<file path="config.mk">
export PLATFORM = sky130hd
export DESIGN_NAME = hyp_prof_ctrl
export DESIGN_NICKNAME = d
export VERILOG_FILES = /design/src/rtl/hyp_prof_pkg.sv /design/src/rtl/hpc_store.sv /design/src/rtl/hpc_readback.sv /design/src/rtl/hpc_effective.sv /design/src/rtl/hyp_prof_ctrl.sv
export SDC_FILE = /design/constraint.sdc
export NUM_CORES = 1
export LEC_CHECK = 0
export BUFFER_PORTS_ARGS = -buffer_cell sky130_fd_sc_hd__buf_2
export CORE_MARGIN = 2
export CORE_UTILIZATION = 38
export CTS_CLUSTER_DIAMETER = 50
export DETAILED_ROUTE_END_ITERATION = 6
export HOLD_SLACK_MARGIN = 0.08
export MAX_ROUTING_LAYER = met4
export PLACE_DENSITY = 0.94
export SLEW_MARGIN = 20
export SYNTH_ARGS = -nofsm -noshare
export SYNTH_HDL_FRONTEND = slang
export SYNTH_HIERARCHICAL = 1
export SYNTH_SLANG_ARGS = --single-unit
export TNS_END_PERCENT = 5
</file>
<file path="constraint.sdc">
create_clock -name clk -period 1.1 [get_ports clk]
set_input_delay 0.055 -clock clk [delete_from_list [all_inputs] [get_ports clk]]
set_output_delay 0.055 -clock clk [all_outputs]
set_load 0.005 [all_outputs]
</file>
<file path="src/rtl/hyp_prof_pkg.sv">
// Shared field positions, effective-control type and the implemented-bit
// mask for the hypervisor profiling control register.
package hyp_prof_pkg;

    localparam int BIT_USR     = 0;
    localparam int BIT_HYP     = 1;
    localparam int BIT_CX      = 3;
    localparam int BIT_PA      = 4;
    localparam int BIT_TS      = 5;
    localparam int BIT_TSEL_LO = 6;
    localparam int BIT_TSEL_HI = 7;

    localparam logic [1:0] TSEL_PHYSICAL = 2'b01;

    typedef struct packed {
        logic [1:0] tsel;
        logic       ts_en;
        logic       pa_en;
        logic       cx_en;
        logic       hyp_samp;
        logic       usr_samp;
    } prof_eff_t;

    // Mask of stored bits; bit 7 exists only with the extended counter.
    function automatic logic [63:0] impl_mask(input bit ext);
        logic [63:0] m;
        m = '0;
        m[BIT_USR]     = 1'b1;
        m[BIT_HYP]     = 1'b1;
        m[BIT_CX]      = 1'b1;
        m[BIT_PA]      = 1'b1;
        m[BIT_TS]      = 1'b1;
        m[BIT_TSEL_LO] = 1'b1;
        m[BIT_TSEL_HI] = ext;
        return m;
    endfunction

endpackage

</file>
<file path="src/rtl/hpc_store.sv">
// Storage for the control word.
// Only bits set in MASK get a flop; every other bit is a constant zero.
// Assumes a synchronous active-low reset that outranks the write strobe.
module hpc_store #(
    parameter int               W    = 64,
    parameter logic [W-1:0]     MASK = '1
) (
    input  logic         clk,
    input  logic         rst_n,
    input  logic         wr_en,
    input  logic [W-1:0] wr_data,
    output logic [W-1:0] q
);

    logic [W-1:0] wr_masked;

    // Drop unimplemented bits before they reach any flop.
    always_comb wr_masked = wr_data & MASK;

    for (genvar i = 0; i < W; i++) begin : g_bit
        if (MASK[i]) begin : g_flop
            logic bit_q;
            // Hold one implemented bit; reset clears it, a strobe loads it.
            always_ff @(posedge clk) begin
                if (!rst_n)     bit_q <= 1'b0;
                else if (wr_en) bit_q <= wr_masked[i];
            end
            assign q[i] = bit_q;
        end else begin : g_zero
            assign q[i] = wr_masked[i];
        end
    end

endmodule

</file>
<file path="src/rtl/hpc_readback.sv">
// Direct-read view of the stored word.
// The two sampling enables are blanked while the buffer-owner selector is
// non-zero; every other bit is returned exactly as stored.
module hpc_readback #(
    parameter int W = 64
) (
    input  logic [W-1:0] stored,
    input  logic [1:0]   buf_owner,
    output logic [W-1:0] rd_data
);

    import hyp_prof_pkg::*;

    logic owner_taken;

    // Flag a non-zero owner selection.
    always_comb owner_taken = |buf_owner;

    // Build the read word, clearing the sampling enables when owned elsewhere.
    always_comb begin
        rd_data = stored;
        if (owner_taken) begin
            rd_data[BIT_USR] = 1'b0;
            rd_data[BIT_HYP] = 1'b0;
        end
    end

endmodule

</file>
<file path="src/rtl/hpc_effective.sv">
// Effective profiling controls derived from the stored fields.
// Forces or ignores fields according to hypervisor availability, the
// buffer-owner selector and host mode. Assumes the stored select already
// has its upper bit cleared when the extended counter is absent.
module hpc_effective #(
    parameter bit EXT_COUNTER = 1'b1
) (
    input  logic                     st_usr,
    input  logic                     st_hyp,
    input  logic                     st_cx,
    input  logic                     st_pa,
    input  logic                     st_ts,
    input  logic [1:0]               st_tsel,
    input  logic                     hyp_present,
    input  logic                     hyp_enabled,
    input  logic [1:0]               buf_owner,
    input  logic                     host_mode,
    output hyp_prof_pkg::prof_eff_t  eff
);

    import hyp_prof_pkg::*;

    logic       hyp_avail;
    logic       owner_taken;
    logic [1:0] tsel_impl;

    // The hypervisor level counts only when present and enabled here.
    always_comb hyp_avail = hyp_present & hyp_enabled;

    // A non-zero owner selector removes both sampling enables.
    always_comb owner_taken = |buf_owner;

    // Narrow the select to the implemented width.
    if (EXT_COUNTER) begin : g_wide_tsel
        always_comb tsel_impl = st_tsel;
    end else begin : g_narrow_tsel
        always_comb tsel_impl = {1'b0, st_tsel[0]};
    end

    // Resolve timestamp, address and context controls.
    always_comb begin
        eff.ts_en = st_ts;
        if (hyp_avail) begin
            eff.tsel  = tsel_impl;
            eff.pa_en = st_pa;
            eff.cx_en = st_cx;
        end else begin
            eff.tsel  = TSEL_PHYSICAL;
            eff.pa_en = 1'b1;
            eff.cx_en = 1'b0;
        end
    end

    // Resolve the two sampling enables.
    always_comb begin
        eff.hyp_samp = st_hyp & hyp_avail & ~owner_taken;
        if (owner_taken)
            eff.usr_samp = 1'b0;
        else if (hyp_avail && !host_mode)
            eff.usr_samp = 1'b0;
        else
            eff.usr_samp = st_usr;
    end

endmodule

</file>
<file path="src/rtl/hyp_prof_ctrl.sv">
// Hypervisor profiling control register, top level.
// Stores the masked control word, offers it for direct read and drives the
// effective controls used by the profiling logic. Configuration inputs are
// treated as levels; outputs are combinational from stored state and them.
module hyp_prof_ctrl #(
    parameter int REG_W       = 64,
    parameter bit EXT_COUNTER = 1'b1
) (
    input  logic             clk,
    input  logic             rst_n,
    input  logic             wr_en,
    input  logic [REG_W-1:0] wr_data,
    input  logic             cfg_hyp_present,
    input  logic             cfg_hyp_enabled,
    input  logic [1:0]       cfg_buf_owner,
    input  logic             cfg_host_mode,
    output logic [REG_W-1:0] rd_data,
    output logic [1:0]       eff_tsel,
    output logic             eff_ts_en,
    output logic             eff_pa_en,
    output logic             eff_cx_en,
    output logic             eff_hyp_samp,
    output logic             eff_usr_samp
);

    import hyp_prof_pkg::*;

    localparam logic [63:0]      FULL_MASK = impl_mask(EXT_COUNTER);
    localparam logic [REG_W-1:0] REG_MASK  = FULL_MASK[REG_W-1:0];

    logic [REG_W-1:0] stored;
    prof_eff_t        eff;

    hpc_store #(
        .W    (REG_W),
        .MASK (REG_MASK)
    ) u_store (
        .clk     (clk),
        .rst_n   (rst_n),
        .wr_en   (wr_en),
        .wr_data (wr_data),
        .q       (stored)
    );

    hpc_readback #(
        .W (REG_W)
    ) u_readback (
        .stored    (stored),
        .buf_owner (cfg_buf_owner),
        .rd_data   (rd_data)
    );

    hpc_effective #(
        .EXT_COUNTER (EXT_COUNTER)
    ) u_effective (
        .st_usr      (stored[BIT_USR]),
        .st_hyp      (stored[BIT_HYP]),
        .st_cx       (stored[BIT_CX]),
        .st_pa       (stored[BIT_PA]),
        .st_ts       (stored[BIT_TS]),
        .st_tsel     (stored[BIT_TSEL_HI:BIT_TSEL_LO]),
        .hyp_present (cfg_hyp_present),
        .hyp_enabled (cfg_hyp_enabled),
        .buf_owner   (cfg_buf_owner),
        .host_mode   (cfg_host_mode),
        .eff         (eff)
    );

    // Unpack the effective controls onto the output ports.
    always_comb begin
        eff_tsel     = eff.tsel;
        eff_ts_en    = eff.ts_en;
        eff_pa_en    = eff.pa_en;
        eff_cx_en    = eff.cx_en;
        eff_hyp_samp = eff.hyp_samp;
        eff_usr_samp = eff.usr_samp;
    end

endmodule

</file>
==> run summary, run 1 <==
dpl cell area - 743 sq um
DR pass1 iterations - 2
Final #Nets - 200
vias per std cell - 3.00
final worst path period need - 0.997 ns
Hold WC Path Type - in -> reg
boundary pin count - 143
flops & latches, synth - 7
CTS tree - done
RSZ-0062 raised after global routing - false
Critical Path End Type - output port
critical path's top delay family - flip-flops
Power Total - 0.677 mW
startpoint types - register
hpwl dp - 1040 um
Leak - 0.504 nW
Post-Syn Instances - 160
Seq/Total Area, Yosys - 10.8%
htree depth - 1
Util after Layout - 25.8%
Die W - 62.5 um
proportion of layout cells with a drive suffix above 1 - 29.1%
Yosys warnings - 6
most common cell after layout, fill and taps aside - conb_1
deepest clock path buffer count - 2
final WL - 1250 um
crit path max-delay cell type - dfxtp_1
CTS clk-pin slew, worst paths - 0.05 ns
initial antenna violation count - 0
Critical Path, Cell by Cell - nor3b_1, buf_2
number of global-route vias before repair - 406
Synth Cell Area - 1300 sq um
reg-to-reg setup timing slack - 0.47 ns
Design Area, Final - 855 sq um
DRT iter0 DRCs - 6
Required @ worst endpoint - 1.04 ns
Final Wtd Congestion - 0.667
Filler Cell Count - 366
# DRC - 0
max reg flops - 7
chip height - 62.5 um
critical path depth in cells - 2
Achievable Freq - 1000 MHz
number of buffers created by CTS - 3
WP buf/inv - 1
clock root buffer - clkbuf_4
most frequent cells in the layout - conb_1 (57), buf_2 (28), dlygate4sd3_1 (7), mux2i_1 (7), nor2b_1 (7)
final setup vio count - 0
DR vias - 519
Worst Path Arrival - 0.94 ns
Layout Cells excl Fill - 173
Top reg by flops - u_store/g_bit.g_flop.bit_q
VDD IR max - 0.642 mV
antenna cell count - 0
Post-DRT Antenna Nets - 0
wire length of the first global-routing pass - 1850 um
total grt overflow - 0
critical path type - reg -> out
PwrDens - 793 nW/um^2
CP endpoint - rd_data[0]
Crit Reg-Reg Startpoint - u_store/g_bit[1].g_flop.bit_q
Clock Latency Late Sink - 0.25 ns
largest net degree at the start of global routing - 8
Max FO, Critical Path - 3
Max-Cap Viols - 0
Reg2Reg Capture Point - u_store/g_bit[1].g_flop.bit_q
IO Port Bufs - 28
setup TNS - 0 ns
row count - 21
Max stage delay on crit path - 0.35 ns
Clock Sinks - 7
synthesis-to-layout area growth - -34.3%
Hold Vio Cnt, Final - 0
top flop regs - u_store/g_bit.g_flop.bit_q (7)
placed insts - 162
per-cell routed wire length - 7.24 um
initial core utilization - 39.3%
Synth cell types - 13
Mean Syn Cell Area - 8.12 sq um
GR Util All Layers - 6.29%
skew final - 0 ns
Die ar. - 3910 sq um
Core ar. - 3310 sq um
status - complete, no violations
Reg2Reg Depth - 2
crit share post-route - 90.6%
Post-CTS Setup Inserts - 0
crit path from - u_store/g_bit[0].g_flop.bit_q
Final Max Slew Viols - 0
[worst register-to-register path, delay by kind of cell (launching register included)]
| family | cells | cell delay [ns] |
|---|---|---|
| simple gates | 1 | 0.06 |
| mux | 1 | 0.13 |
| flops | 1 | 0.33 |
[through the flow]
step	setup WS (ns)	hold WS (ns)
2_1_floorplan	0.415	0.134
3_3_place_gp	0.349	0.311
3_5_place_dp	0.341	0.322
4_1_cts	0.0523	0.0877
5_1_grt	0.0136	0.103
6_report	0.103	0.0933
[synthesized netlist by cell type]
master / count / area, sq um
and3_2: 2 / 15.0
buf_4: 127 / 953
buf_6: 1 / 11.3
conb_1: 1 / 3.75
dfxtp_1: 7 / 140
mux2i_1: 7 / 70.1
nand2_2: 1 / 6.26
nor2_1: 1 / 3.75
nor2b_1: 7 / 43.8
nor3b_1: 2 / 15.0
nor4b_2: 1 / 15.0
o211a_1: 1 / 10.0
or2_1: 2 / 12.5
[cell type report]
type	instances	area [sq um]	share of cell area, %
Tap cell	46	57.6	6.73
Clock buffer	4	26.3	3.07
Multi-Input combinational cell	81	419	49.0
Sequential cell	7	141	16.5
Timing Repair Buffer	35	210	24.6
[worst min path at each step]
stage	start	endpoint	slack, ns	cells after the start
global placement	wr_data[5]	u_store/g_bit[5].g_flop.bit_q	0.31	3
CTS	rst_n	u_store/g_bit[1].g_flop.bit_q	0.09	2
finish	rst_n	u_store/g_bit[1].g_flop.bit_q	0.09	2
global route	rst_n	u_store/g_bit[1].g_flop.bit_q	0.10	2
detailed placement	wr_data[7]	u_store/g_bit[7].g_flop.bit_q	0.32	3
floorplan	cfg_buf_owner[1]	eff_hyp_samp	0.13	1
[logic make-up (layout without fill, tap and decap cells)]
family          count (synthesis)  in the layout  synth area share (%)
compound gates                  1              1                 0.770
buf+inv                       128             39                  74.2
flops                           7              7                  10.8
mux                             7              7                  5.39
other cells                     1             57                 0.288
simple gates                   16             16                  8.56
[report_power, final]
group,switching (mW),internal [mW]
registers,0.0127,0.270
logic,0.0946,0.0747
clock network,0.0872,0.138
[routing by layer]
| layer | global-route usage, % | vias up | part of all wire (%) |
|---|---|---|---|
| li1 | - | 247 | - |
| met1 | 5.79 | 224 | 35 |
| met2 | 11.8 | 45 | 55 |
| met3 | 0.541 | 3 | 8.2 |
| met4 | 5.00 | 0 | 2.3 |
| met5 | - | - | 0 |
[repair_timing]
action                                  in CTS  in global routing
endpoints found under the setup margin       0                  2
hold buffers                                 7                  0
hold endpoints to repair                     7                  0
gates resized for setup                      0                  3
Power figures use the tool's default switching activity.
==> inputs of run 2 (changes only) <==
- CORE_UTILIZATION: 38 -> 31
- CTS_CLUSTER_SIZE: not set -> 24
- PLACE_DENSITY: 0.94 -> 0.83
- clock period: 1.1 -> 0.9 ns (I/O delays scaled with it)
==> run 2 against run 1 <==
- critical endpoint is now eff_hyp_samp
- wire length increased by 1.5%
- largest cell class unchanged
- power increased by 48%
- core utilization decreased by 3.4 points
- the run now ends with setup timing left
- final cell count increased by 2.3%
==> run summary, run 2 (synthesized netlist as in run 1, its figures left out) <==
most frequent cells in the layout - conb_1 (57), buf_2 (26), mux2i_1 (7), nor2b_1 (7), dfxtp_2 (6) (was conb_1 (57), buf_2 (28), dlygate4sd3_1 (7), mux2i_1 (7), nor2b_1 (7))
boundary pin count - 143 (unchanged)
Core ar. - 4030 sq um (was 3310 sq um)
final WL - 1270 um (was 1250 um)
vias per std cell - 2.98 (was 3.00)
crit share post-route - 102%
wire length of the first global-routing pass - 1800 um (was 1850 um)
CTS clk-pin slew, worst paths - 0.04 ns (was 0.05 ns)
initial antenna violation count - 0 (unchanged)
PwrDens - 1110 nW/um^2 (was 793 nW/um^2)
hpwl dp - 929 um (was 1040 um)
final setup vio count - 4 (was 0)
VDD IR max - 0.776 mV (was 0.642 mV)
Post-DRT Antenna Nets - 0 (unchanged)
Util after Layout - 22.4% (was 25.8%)
IO Port Bufs - 28 (unchanged)
Final Max Slew Viols - 0 (unchanged)
Clock Latency Late Sink - 0.23 ns (was 0.25 ns)
initial core utilization - 32.3% (was 39.3%)
synthesis-to-layout area growth - -30.6% (was -34.3%)
htree depth - 1 (unchanged)
Die ar. - 4730 sq um (was 3910 sq um)
Final #Nets - 200 (unchanged)
Critical Path End Type - output port (unchanged)
row count - 23 (was 21)
startpoint types - register (unchanged)
clock root buffer - clkbuf_8 (was clkbuf_4)
CTS tree - done (unchanged)
Final Wtd Congestion - 0.651 (was 0.667)
largest net degree at the start of global routing - 8 (unchanged)
# DRC - 0 (unchanged)
Clock Sinks - 7 (unchanged)
chip height - 68.8 um (was 62.5 um)
Leak - 0.516 nW (was 0.504 nW)
DR pass1 iterations - 1 (was 2)
Worst Path Arrival - 0.87 ns (was 0.94 ns)
most common cell after layout, fill and taps aside - conb_1 (unchanged)
Design Area, Final - 902 sq um (was 855 sq um)
Filler Cell Count - 444 (was 366)
critical path type - reg -> out (unchanged)
post-route setup slack - -0.0174 ns (was 0.103 ns)
GR Util All Layers - 5.48% (was 6.29%)
DR vias - 527 (was 519)
number of buffers created by CTS - 3 (unchanged)
Hold WC Path Type - in -> reg (unchanged)
Die W - 68.8 um (was 62.5 um)
number of global-route vias before repair - 414 (was 406)
deepest clock path buffer count - 2 (unchanged)
Required @ worst endpoint - 0.85 ns (was 1.04 ns)
Top reg by flops - u_store/g_bit.g_flop.bit_q (unchanged)
antenna cell count - 0 (unchanged)
proportion of layout cells with a drive suffix above 1 - 36.2% (was 29.1%)
top flop regs - u_store/g_bit.g_flop.bit_q (7) (unchanged)
Achievable Freq - 1090 MHz
dpl cell area - 748 sq um (was 743 sq um)
failing checks - setup timing
dpl ws - 0.187 ns (was 0.341 ns)
RSZ-0062 raised after global routing - true (was false)
final worst path period need - 0.917 ns
max reg flops - 7 (unchanged)
skew final - 0 ns (unchanged)
setup TNS - -0.0354 ns (was 0 ns)
Hold Vio Cnt, Final - 0 (unchanged)
per-cell routed wire length - 7.19 um (was 7.24 um)
status - finished, violations left (was complete, no violations)
total grt overflow - 0 (unchanged)
DRT iter0 DRCs - 0 (was 6)
Max-Cap Viols - 0 (unchanged)
Max FO, Critical Path - 3 (unchanged)
## run 2: final timing paths
| kind | startpoint | end | slack (ns) | cells after the start |
|---|---|---|---|---|
| max | u_store/g_bit[1].g_flop.bit_q | eff_hyp_samp | -0.02 | 2 |
| min | wr_data[1] | u_store/g_bit[1].g_flop.bit_q | 0.1 | 3 |
| max reg2reg | u_store/g_bit[6].g_flop.bit_q | u_store/g_bit[6].g_flop.bit_q | 0.11 | 3 |
| min reg2reg | u_store/g_bit[7].g_flop.bit_q | u_store/g_bit[7].g_flop.bit_q | 0.53 | 2 |
## run 2: layout make-up
cell class                      count  area (sq um)  area share, %
Timing Repair Buffer               35           215           23.9
Tap cell                           50          62.6           6.93
Sequential cell                     7           148           16.4
Clock buffer                        4          45.0           4.99
Multi-Input combinational cell     81           432           47.9
## run 2: repair_timing
action,in CTS,in global routing
endpoints found under the setup margin,7,7
resized for setup,11,2
pin swaps,2,2
hold buffers,4,0
hold endpoints to repair,4,0
gates cloned,0,0
setup buffers,2,1
## run 2: metal layers
layer | GRT usage, % | share of wire, % | wire length, um | up-vias
met1 | 5.17 | 33 | 419 | 234
met2 | 9.74 | 55 | 703 | 50
met3 | 0.974 | 12 | 149 | 0
met4 | 4.41 | 0 | 0 | 0
li1 | - | - | - | 243
met5 | - | 0 | 0 | -
## run 2: critical path, stage by stage, from the launching register on
cell and delay (ns):
dfxtp_2 0.32, nor4b_4 0.17, buf_2 0.15
## run 2: power by group
group	leakage, nW	switching [mW]	internal (mW)
Clock	0.0228	0.134	0.306
Combinational	0.434	0.123	0.0961
Sequential	0.0599	0.0133	0.334
Total	0.516	0.269	0.736
## run 2: through the flow
step / hold WS [ns] / std cells / power, mW
after floorplan: 0.114 / 216 / 0.858
after global placement: 0.301 / 166 / 0.519
after detailed placement: 0.307 / 166 / 0.524
after CTS: 0.0832 / 176 / 1.01
after global routing: 0.113 / 177 / 1.08
final: 0.0956 / 177 / 1.01
